File: src/rtl/caltime_pkg.sv
package caltime_pkg;

  typedef enum logic [2:0] {
    SEL_SEC  = 3'd0,
    SEL_MIN  = 3'd1,
    SEL_HOUR = 3'd2,
    SEL_MDAY = 3'd3,
    SEL_WDAY = 3'd4,
    SEL_MON  = 3'd5,
    SEL_YEAR = 3'd6,
    SEL_NONE = 3'd7
  } field_sel_e;

  typedef struct packed {
    logic [11:0] year;
    logic [4:0]  mon;
    logic [2:0]  wday;
    logic [5:0]  mday;
    logic [5:0]  hour;
    logic [6:0]  min;
    logic [6:0]  sec;
  } caltime_t;

  localparam caltime_t CAL_RESET = '{
    year: 12'h000, mon: 5'h01, wday: 3'd1, mday: 6'h01,
    hour: 6'h00, min: 7'h00, sec: 7'h00
  };

  // one BCD digit step, 9 wraps to 0
  function automatic logic [3:0] dig_inc(input logic [3:0] d);
    return (d >= 4'd9) ? 4'd0 : d + 4'd1;
  endfunction

  function automatic logic dig_carry(input logic [3:0] d);
    return d >= 4'd9;
  endfunction

  // year = 2000 + value; 2000 and 100*h are multiples of 4, so only
  // (10*tens + units) mod 4 = (2*tens + units) mod 4 matters
  function automatic logic leap_year(input logic [11:0] y);
    logic [1:0] r;
    r = y[1:0] + {y[4], 1'b0};
    return r == 2'd0;
  endfunction

  function automatic logic [5:0] month_days(input logic [4:0] mon,
                                            input logic [11:0] y);
    case (mon)
      5'h02:                      return leap_year(y) ? 6'h29 : 6'h28;
      5'h04, 5'h06, 5'h09, 5'h11: return 6'h30;
      default:                    return 6'h31;
    endcase
  endfunction

  // three-digit BCD year step, 999 wraps to 000
  function automatic logic [11:0] year_inc(input logic [11:0] y);
    logic [3:0] u, t, h;
    u = dig_inc(y[3:0]);
    t = dig_carry(y[3:0]) ? dig_inc(y[7:4]) : y[7:4];
    h = (dig_carry(y[3:0]) && dig_carry(y[7:4])) ? dig_inc(y[11:8]) : y[11:8];
    return {h, t, u};
  endfunction

endpackage

File: src/rtl/cal_prescaler.sv
module cal_prescaler
  import caltime_pkg::*;
#(
  parameter int DIV_COUNT = 32768
) (
  input  logic clk,
  input  logic rst_n,
  input  logic run_en,
  input  logic ref_tick,
  output logic tick
);
  localparam int CW = (DIV_COUNT > 2) ? $clog2(DIV_COUNT) : 1;
  localparam logic [CW-1:0] LAST = CW'(DIV_COUNT - 1);

  logic [CW-1:0] cnt_q;
  logic          at_last;

  assign at_last = (cnt_q == LAST);
  assign tick    = run_en && ref_tick && at_last;

  always_ff @(posedge clk) begin
    if (!rst_n || !run_en) begin
      cnt_q <= '0;
    end else if (ref_tick) begin
      cnt_q <= at_last ? '0 : cnt_q + CW'(1);
    end
  end


  no_tick_after_enable_chk: assert property (@(posedge clk) disable iff (!rst_n)
    $rose(run_en) |-> !tick);

endmodule

File: src/rtl/cal_next.sv
module cal_next
  import caltime_pkg::*;
(
  input  caltime_t cur,
  output caltime_t nxt,
  output logic     day_roll,
  output logic     year_roll
);
  logic       sec_top, min_top, hour_top, mday_top, mon_top;
  logic       sec_w, min_w, hour_w;
  logic [5:0] dim;

  assign dim      = month_days(cur.mon, cur.year);
  assign sec_top  = cur.sec  >= 7'h59;
  assign min_top  = cur.min  >= 7'h59;
  assign hour_top = cur.hour >= 6'h23;
  assign mday_top = cur.mday >= dim;
  assign mon_top  = cur.mon  >= 5'h12;

  assign sec_w     = sec_top;
  assign min_w     = sec_w && min_top;
  assign hour_w    = min_w && hour_top;
  assign day_roll  = hour_w && mday_top;
  assign year_roll = day_roll && mon_top;

  always_comb begin
    nxt = cur;
    nxt.sec = sec_top ? 7'h00
            : {dig_carry(cur.sec[3:0]) ? cur.sec[6:4] + 3'd1 : cur.sec[6:4],
               dig_inc(cur.sec[3:0])};
    if (sec_w) begin
      nxt.min = min_top ? 7'h00
              : {dig_carry(cur.min[3:0]) ? cur.min[6:4] + 3'd1 : cur.min[6:4],
                 dig_inc(cur.min[3:0])};
    end
    if (min_w) begin
      nxt.hour = hour_top ? 6'h00
               : {dig_carry(cur.hour[3:0]) ? cur.hour[5:4] + 2'd1 : cur.hour[5:4],
                  dig_inc(cur.hour[3:0])};
    end
    if (hour_w) begin
      nxt.wday = (cur.wday >= 3'd7) ? 3'd1 : cur.wday + 3'd1;
      nxt.mday = mday_top ? 6'h01
               : {dig_carry(cur.mday[3:0]) ? cur.mday[5:4] + 2'd1 : cur.mday[5:4],
                  dig_inc(cur.mday[3:0])};
    end
    if (day_roll) begin
      nxt.mon = mon_top ? 5'h01
              : {dig_carry(cur.mon[3:0]) ? 1'b1 : cur.mon[4],
                 dig_inc(cur.mon[3:0])};
    end
    if (year_roll) begin
      nxt.year = year_inc(cur.year);
    end
  end

endmodule

File: src/rtl/bcd_calendar_counter.sv
module bcd_calendar_counter
  import caltime_pkg::*;
#(
  parameter int DIV_COUNT = 32768
) (
  input  logic        clk,
  input  logic        rst_n,
  input  logic        run_en,
  input  logic        ref_tick,
  input  logic        wr_en,
  input  logic [2:0]  wr_sel,
  input  logic [11:0] wr_data,
  output logic [6:0]  sec_o,
  output logic [6:0]  min_o,
  output logic [5:0]  hour_o,
  output logic [5:0]  mday_o,
  output logic [2:0]  wday_o,
  output logic [4:0]  mon_o,
  output logic [11:0] year_o,
  output logic        sec_pulse
);
  caltime_t   cur_q, nxt;
  field_sel_e sel_e;
  logic       tick, wr_hit, adv, day_roll, year_roll, pulse_q;

  cal_prescaler #(.DIV_COUNT(DIV_COUNT)) u_prescaler (
    .clk(clk), .rst_n(rst_n), .run_en(run_en), .ref_tick(ref_tick), .tick(tick)
  );

  cal_next u_next (
    .cur(cur_q), .nxt(nxt), .day_roll(day_roll), .year_roll(year_roll)
  );

  assign sel_e  = field_sel_e'(wr_sel);
  assign wr_hit = wr_en && run_en && (sel_e != SEL_NONE);
  assign adv    = tick && !wr_hit;

  always_ff @(posedge clk) begin
    if (!rst_n) begin
      cur_q   <= CAL_RESET;
      pulse_q <= 1'b0;
    end else begin
      pulse_q <= tick;
      if (wr_hit) begin
        case (sel_e)
          SEL_SEC:  cur_q.sec  <= wr_data[6:0];
          SEL_MIN:  cur_q.min  <= wr_data[6:0];
          SEL_HOUR: cur_q.hour <= wr_data[5:0];
          SEL_MDAY: cur_q.mday <= wr_data[5:0];
          SEL_WDAY: cur_q.wday <= wr_data[2:0];
          SEL_MON:  cur_q.mon  <= wr_data[4:0];
          SEL_YEAR: cur_q.year <= wr_data;
          default:  cur_q      <= cur_q;
        endcase
      end else if (adv) begin
        cur_q <= nxt;
      end
    end
  end

  assign sec_o     = cur_q.sec;
  assign min_o     = cur_q.min;
  assign hour_o    = cur_q.hour;
  assign mday_o    = cur_q.mday;
  assign wday_o    = cur_q.wday;
  assign mon_o     = cur_q.mon;
  assign year_o    = cur_q.year;
  assign sec_pulse = pulse_q;


  hold_when_stopped_chk: assert property (@(posedge clk) disable iff (!rst_n)
    !run_en |=> $stable(cur_q));


  advance_moves_chk: assert property (@(posedge clk) disable iff (!rst_n)
    adv |=> cur_q != $past(cur_q));


  pulse_width_chk: assert property (@(posedge clk) disable iff (!rst_n)
    sec_pulse |=> !sec_pulse);


  write_wins_chk: assert property (@(posedge clk) disable iff (!rst_n)
    (tick && wr_hit && sel_e == SEL_MIN) |=>
      (min_o == $past(wr_data[6:0])) && (sec_o == $past(sec_o)));


  year_roll_chk: assert property (@(posedge clk) disable iff (!rst_n)
    (adv && year_roll) |=> (mon_o == 5'h01) && (mday_o == 6'h01));

endmodule

File: config.mk
export PLATFORM = sky130hd
export DESIGN_NAME = bcd_calendar_counter
export DESIGN_NICKNAME = d
export VERILOG_FILES = /design/src/rtl/caltime_pkg.sv /design/src/rtl/cal_prescaler.sv /design/src/rtl/cal_next.sv /design/src/rtl/bcd_calendar_counter.sv
export SDC_FILE = /design/constraint.sdc
export NUM_CORES = 1
export LEC_CHECK = 0
export BUFFER_PORTS_ARGS = -buffer_cell sky130_fd_sc_hd__buf_2
export CAP_MARGIN = 10
export CORE_ASPECT_RATIO = 0.75
export CORE_MARGIN = 8
export CORE_UTILIZATION = 50
export DETAILED_ROUTE_END_ITERATION = 7
export PLACE_DENSITY = 0.78
export SLEW_MARGIN = 5
export SYNTH_ARGS = -nofsm -noshare
export SYNTH_HDL_FRONTEND = slang
export SYNTH_SLANG_ARGS = --single-unit
File: constraint.sdc
create_clock -name clk -period 3.1 [get_ports clk]
set_input_delay 0.775 -clock clk [delete_from_list [all_inputs] [get_ports clk]]
set_output_delay 0.775 -clock clk [all_outputs]
set_load 0.05 [all_outputs]
==> out/metrics.yaml, run 1 <==
cts:
  htreeDepth: 3
  cts_buffer_depth: 2
  clock_sinks: 62
  cts_hold_buffers: 0
  cts.clk_slew.worst_paths_ns: 0.07
  cts_root_buf: "clkbuf_8"
  cts_inserted_buffers: 9
  clk_latency_ns: 0.35
  cts_tree: "yes"
routing:
  firstDrtPassIters: 4
  wirelength_mm: 11.44
  drt_iter0_drc: 306
  via_per_inst: 5.994
  via_count: 3992
  drc_errors: 0
  ant_nets: 0
  wl_per_cell_um: 17.18
power_and_ir_drop:
  p_leak_nw: 2.133
  switching_share_pct: 23.76
  p_int_w: 0.001489
  p_clk_share_pct: 49.8
  switching_power_w: 0.0004640
  total_power_w: 0.001953
  power.share.sequential_pct: 41.7
  share_comb_of_total_power_pct: 8.6
  ir_worst_vdd_v: 0.0002175
  power_density_nw_per_um2: 412.2
sta:
  hold_viol: 0
  holdWs_ns: 0.5124
  maxSlewHeadroom_pct: 52.10
  rsz0062_at_grt: "no"
  finClkSkew_ns: 0.01063
  maxSlewViolCount: 0
  finalCritPeriodShare_pct: 93.32
  finalCriticalPeriod_ns: 2.893
  fin_tns_setup_ns: 0
  finalSetupViolCount: 0
  max_freq_ghz: 0.3457
  worst_slew_pin_slew_ns: 0.7141
grt:
  grt_pass1_wl_mm: 18.80
  first_global_vias: 3764
  grt_start_max_net_pins: 34
  overflow: 0
  antenna_found_initial: 0
  grt_use_total_pct: 20.58
critical_path:
  path_class: "reg -> reg"
  cp_data_arrival_time_ns: 3.15
  path_delay_family: "compound AO/OA/AOI/OAI gates"
  crit_path_start_kind: "register"
  worstPathRequired_ns: 3.36
  r2r_start: "mon_o[0]"
  regToRegSetupSlack_ns: 0.21
  cp_common_cell: "ha_1"
  r2r_end: "year_o[7]"
  cp_cell_sequence: "inv_1, ha_1, and3_1, o21ai_0, o211a_1, ha_1, nor4b_2, a2bb2oi_2, nand3b_1, o31a_4, or3_1, a21oi_1"
  critPathBufInv: 1
  cp-end-kind: "register"
  worstPathMaxFanout: 12
  slowest_delay_ns: 0.38
  reg2reg_depth: 12
  cp_slowest_cell: "o31a_4"
yosys:
  yosysWarnings: 0
  syn_inst: 485
  yosys_register_bits: 62
  ys_seq_area_share_pct: 31.27
  async_flop_share_pct: 0
  synth_ff_type: "dfxtp_1"
  synth.distinct_cells: 61
  synth_nets: 543
  synth_edf_count: 0
  synth-compound-area-share_pct: 27.30
  syn_avg_cell_area_um2: 8.183
  yosys.area_share.simple_pct: 20.33
  synth_top_family_by_area: "compound AO/OA/AOI/OAI gates"
  yosys.area_share.xor_xnor_pct: 3.310
  yosys.area_share.adder_pct: 11.98
  synthMuxAreaShare_pct: 1.009
  syn-cell-area_um2: 3969
floorplanning:
  core_region_area_um2: 7812
  start_util_pct: 50.80
  die_area_um2: 11070
  ios: 67
  die_y_um: 93.16
  rows: 28
  die_w_um: 118.9
worst_hold_path:
  hold_start: "u_prescaler.cnt_q[1]"
  holdCritPathClass: "reg -> reg"
  hold_depth: 2
  hold_path_end: "u_prescaler.cnt_q[1]"
finish:
  area_growth_pct: 19.39
  drive_gt1_share_pct: 19.61
  antenna_cells: 0
  finalInstanceArea_um2: 4738
  layout.nets: 614
placement:
  port_buffers: 66
  place.gp.congestion: 0.8952
  dp_hpwl_mm: 8.335
  placed_area_um2: 4433
run_status:
  status: "finished, final reports clean"
job:
  maxCapViolations: 0
==> power groups by stage <==
stage                     clock, W  combinational (W)  sequential [W]
after floorplan                  0          0.0000866        0.000850
after global placement           0           0.000158        0.000831
after detailed placement         0           0.000162        0.000832
after CTS                 0.000982           0.000163        0.000813
after global routing       0.00102           0.000181        0.000814
final                     0.000972           0.000167        0.000814
==> repair_timing <==
item,4_1_cts,5_1_grt
gates resized for setup,0,4
setup buffers,0,2
hold endpoints to repair,0,0
endpoints found under the setup margin,0,11
==> worst reg2reg max path, delay by kind of cell (launching register included) <==
kind	cells	cell delay, ns
adder cells (fa/ha/maj)	2	0.50
flip-flops	1	0.35
buffers and inverters	1	0.14
AND/OR/NAND/NOR	4	0.87
AO/OA/AOI/OAI	5	0.95
==> synth_stat cells, types with 4 or more instances <==
cell type / count / area share, %
a211oi_1: 7 / 1.3
a21boi_0: 6 / 1.1
a21oi_1: 31 / 3.9
a31oi_1: 5 / 0.79
a32o_1: 4 / 1.0
and3_1: 7 / 1.1
clkbuf_1: 14 / 1.3
dfxtp_1: 62 / 31
ha_1: 38 / 12
inv_1: 30 / 2.8
mux2i_1: 4 / 1.0
nand2_1: 48 / 4.5
nand3_1: 24 / 3.0
nand3b_1: 4 / 0.76
nand4_1: 9 / 1.4
nor2_1: 45 / 4.3
nor2b_1: 4 / 0.63
nor3b_1: 5 / 0.95
o211a_1: 6 / 1.5
o211ai_1: 10 / 1.9
o21ai_0: 29 / 3.7
o311a_1: 4 / 1.0
o31a_1: 6 / 1.3
o31ai_1: 11 / 2.1
or3_1: 4 / 0.63
xnor2_1: 4 / 0.88
xor2_1: 11 / 2.4
==> routing by layer <==
layer | GRT usage, % | routed length, um | vias to the layer above
li1 | - | - | 1911
met1 | 26.34 | 5103 | 1877
met5 | 0 | 0 | -
met2 | 32.38 | 5119 | 182
met3 | 6.081 | 963 | 22
met4 | 7.450 | 255 | 0
==> cell usage in the layout, fill, tap and decap left out, types with 3 or more instances in the layout <==
cell type	instances
inv_1	30
nor3b_1	5
a31o_2	3
and3_1	7
o311a_1	4
a211oi_1	7
nor3_1	3
a21oi_1	31
buf_2	66
nor2_1	45
nand3b_1	4
buf_4	11
ha_1	38
a21o_1	3
dfxtp_1	60
xnor2_1	4
clkbuf_8	10
nor2b_1	4
o211ai_1	10
or3_1	4
o31a_1	5
o211a_1	6
xor2_1	11
a21boi_0	6
a31oi_1	5
a32o_1	4
o21ai_0	29
nand3_1	24
o31ai_1	10
nand2_1	48
mux2i_1	4
bufinv_16	4
a311oi_1	3
nand4_1	9
==> cell type report <==
cell class	instances	area (um2)
multi-input cells	375	2564
inverters	31	116.4
clock buffers	10	137.6
clock inverters	6	132.6
repair buffers	77	412.9
well taps	105	131.4
fillers	683	3074
flip-flops and latches	62	1244
==> through the flow <==
step	setup WS [ns]	util, %	instances
after floorplan	0.06873	-	485
after global placement	0.2920	56.74	648
after detailed placement	0.05903	56.74	648
after CTS	0.02952	60.20	664
after global routing	0.001105	60.65	666
final	0.2071	60.65	666
==> flip-flops by register name, summed over array words and instances (netlist names) <==
| register | cells |
|---|---|
| hour_o | 6 |
| wday_o | 3 |
| sec_o | 7 |
| mday_o | 6 |
| min_o | 7 |
| u_prescaler.cnt_q | 15 |
| mon_o | 5 |
| sec_pulse | 1 |
| year_o | 12 |
==> cells by family (layout without fill, tap and decap cells) <==
group	after synthesis	count (layout)
and+or+nand+nor	166	166
AOI/OAI and AO/OA	152	152
DFF	62	62
buffers and inverters	48	124
adders and majority gates	38	38
xor gates and xnor gates	15	15
muxes	4	4
==> worst max-delay path by stage <==
stage,start,endpoint,cells after the start
floorplan,mon_o[0],year_o[4],13
global route,mon_o[0],year_o[7],12
CTS,mon_o[0],year_o[3],13
global placement,mon_o[0],year_o[3],13
detailed placement,mon_o[0],year_o[3],13
finish,mon_o[0],year_o[7],12
No activity file was read; power rests on OpenSTA's default activity.
==> run 2, diff against run 1 <==
- MAX_ROUTING_LAYER: unset -> met4
==> out/metrics.yaml, run 2 (synthesis results as in run 1) <==
critical_path:
  path_delay_family: "compound AO/OA/AOI/OAI gates"  # unchanged
  cp_common_cell: "ha_1"  # unchanged
  cp_slowest_cell: "o31ai_1"  # was o31a_4
  cp_data_arrival_time_ns: 3.18  # was 3.15 ns
  critPathBufInv: 1  # unchanged
  crit_path_start_kind: "register"  # unchanged
  cp_cell_sequence: "inv_1, ha_1, and3_1, o21ai_0, o211a_1, ha_1, nor4b_1, a2bb2oi_2, nand3b_1, o31ai_1, a211oi_1, a31o_2"  # was inv_1, ha_1, and3_1, o21ai_0, o211a_1, ha_1, nor4b_2, a2bb2oi_2, nand3b_1, o31a_4, or3_1, a21oi_1
  worstPathRequired_ns: 3.34  # was 3.36 ns
  cp-end-kind: "register"  # unchanged
  path_class: "reg -> reg"  # unchanged
  slowest_delay_ns: 0.56  # was 0.38 ns
  worstPathMaxFanout: 6  # was 12
cts:
  cts_buffer_depth: 2  # unchanged
  cts_tree: "yes"  # unchanged
  cts_root_buf: "clkbuf_8"  # unchanged
  cts_inserted_buffers: 9  # unchanged
  clock_sinks: 62  # unchanged
  cts_hold_buffers: 0  # unchanged
  clk_latency_ns: 0.34  # was 0.35 ns
  cts.clk_slew.worst_paths_ns: 0.07  # about the same
  htreeDepth: 3  # unchanged
job:
  maxCapViolations: 0  # unchanged
routing:
  drc_errors: 0  # unchanged
  via_count: 3963  # was 3992
  ant_nets: 0  # unchanged
  wirelength_mm: 11.08  # was 11.44 mm
  via_per_inst: 5.977  # was 5.994
  firstDrtPassIters: 5  # was 4
  wl_per_cell_um: 16.71  # was 17.18 um
  drt_iter0_drc: 236  # was 306
floorplanning:
  rows: 28  # unchanged
  die_y_um: 93.16  # unchanged
  die_w_um: 118.9  # unchanged
  start_util_pct: 50.80  # unchanged
  core_region_area_um2: 7812  # unchanged
  ios: 67  # unchanged
  die_area_um2: 11070  # unchanged
grt:
  grt_start_max_net_pins: 34  # unchanged
  grt_pass1_wl_mm: 17.88  # was 18.80 mm
  overflow: 0  # unchanged
  grt_use_total_pct: 20.30  # was 20.58%
  antenna_found_initial: 0  # unchanged
  first_global_vias: 3671  # was 3764
worst_hold_path:
  holdCritPathClass: "reg -> reg"  # unchanged
finish:
  final_util_pct: 59.21  # was 60.65%
  layout_commonest_cell: "buf_2"  # unchanged
  largest_reg_flops: 15  # unchanged
  antenna_cells: 0  # unchanged
  fillers: 680  # was 683
  area_growth_pct: 16.55  # was 19.39%
  layout.nets: 611  # was 614
  registers.top_by_ff_count: "u_prescaler.cnt_q"  # unchanged
  drive_gt1_share_pct: 18.82  # was 19.61%
  finalInstanceArea_um2: 4626  # was 4738 um2
  most-common-layout-cells: "buf_2 (66), dfxtp_1 (60), nand2_1 (48)"  # unchanged
placement:
  place.gp.congestion: 0.9114  # was 0.8952
  dp_hpwl_mm: 8.222  # was 8.335 mm
  placed_area_um2: 4425  # was 4433 um2
  port_buffers: 66  # unchanged
sta:
  maxSlewViolCount: 0  # unchanged
  maxSlewHeadroom_pct: 58.21  # was 52.10%
  max_freq_ghz: 0.3402  # was 0.3457 GHz
  finalSetupViolCount: 0  # unchanged
  finClkSkew_ns: 0.01102  # was 0.01063 ns
  rsz0062_at_grt: "no"  # unchanged
  finalCriticalPeriod_ns: 2.940  # was 2.893 ns
  fin_tns_setup_ns: 0  # unchanged
  holdWs_ns: 0.5062  # was 0.5124 ns
  finalCritPeriodShare_pct: 94.82  # was 93.32%
  worst_slew_pin_slew_ns: 0.6216  # was 0.7141 ns
  hold_viol: 0  # unchanged
power_and_ir_drop:
  power_density_nw_per_um2: 365.8  # was 412.2 nW/um2
  p_leak_nw: 2.057  # was 2.133 nW
  total_power_w: 0.001692  # was 0.001953 W
  ir_worst_vdd_v: 0.0001856  # was 0.0002175 V
run_status:
  status: "finished, final reports clean"  # unchanged
[run 2: worst reg2reg max path, cell delays in order, from the launching register on]
cell and delay (ns):
dfxtp_2 0.35, inv_1 0.13, ha_1 0.22, and3_1 0.22, o21ai_0 0.10, o211a_1 0.13
ha_1 0.27, nor4b_1 0.05, a2bb2oi_2 0.17, nand3b_1 0.24, o31ai_1 0.56, a211oi_1 0.17
a31o_2 0.24
[run 2: where the power goes]
| group | internal (W) | total [W] | switching (W) |
|---|---|---|---|
| Clock | 0.000390 | 0.000714 | 0.000324 |
| Combinational | 0.0000490 | 0.000165 | 0.000115 |
| Sequential | 0.000803 | 0.000813 | 0.0000104 |
| Total | 0.00124 | 0.00169 | 0.000450 |
[run 2: through the flow]
step           setup WS [ns]  cells
6_report              0.1604    663
5_1_grt              0.01195    663
4_1_cts               0.1312    663
3_5_place_dp          0.1695    647
3_3_place_gp          0.2748    647
2_1_floorplan        0.06873    485
[run 2: repair_timing]
action | CTS | global route
hold endpoints to repair | 0 | 0
gates resized for setup | 0 | 1
buffers inserted | 0 | 0
endpoints found under the setup margin | 0 | 8
[run 2: final cells by class]
| class | instances | area [um2] | share of cell area [%] |
|---|---|---|---|
| clock buffer | 10 | 137.6 | 2.975 |
| clock inverter | 6 | 61.31 | 1.325 |
| inverter | 31 | 116.4 | 2.516 |
| multi-input combinational | 375 | 2545 | 55.02 |
| sequential | 62 | 1244 | 26.89 |
| tap | 105 | 131.4 | 2.840 |
| timing repair buffer | 74 | 390.4 | 8.439 |
[run 2: path summary, 6_finish.rpt]
kind	slack, ns	to	from	cells after the start
max	0.16	year_o[10]	mon_o[0]	12
min	0.51	u_prescaler.cnt_q[14]	u_prescaler.cnt_q[14]	2
max reg2reg	0.16	year_o[10]	mon_o[0]	12
min reg2reg	0.51	u_prescaler.cnt_q[14]	u_prescaler.cnt_q[14]	2
[run 2: layer usage]
layer  share of wire (%)  global-route usage (%)
met4                 2.2                   8.709
met1                  47                   25.36
met5                   0                       -
met2                  44                   31.35
met3                 6.2                   4.275
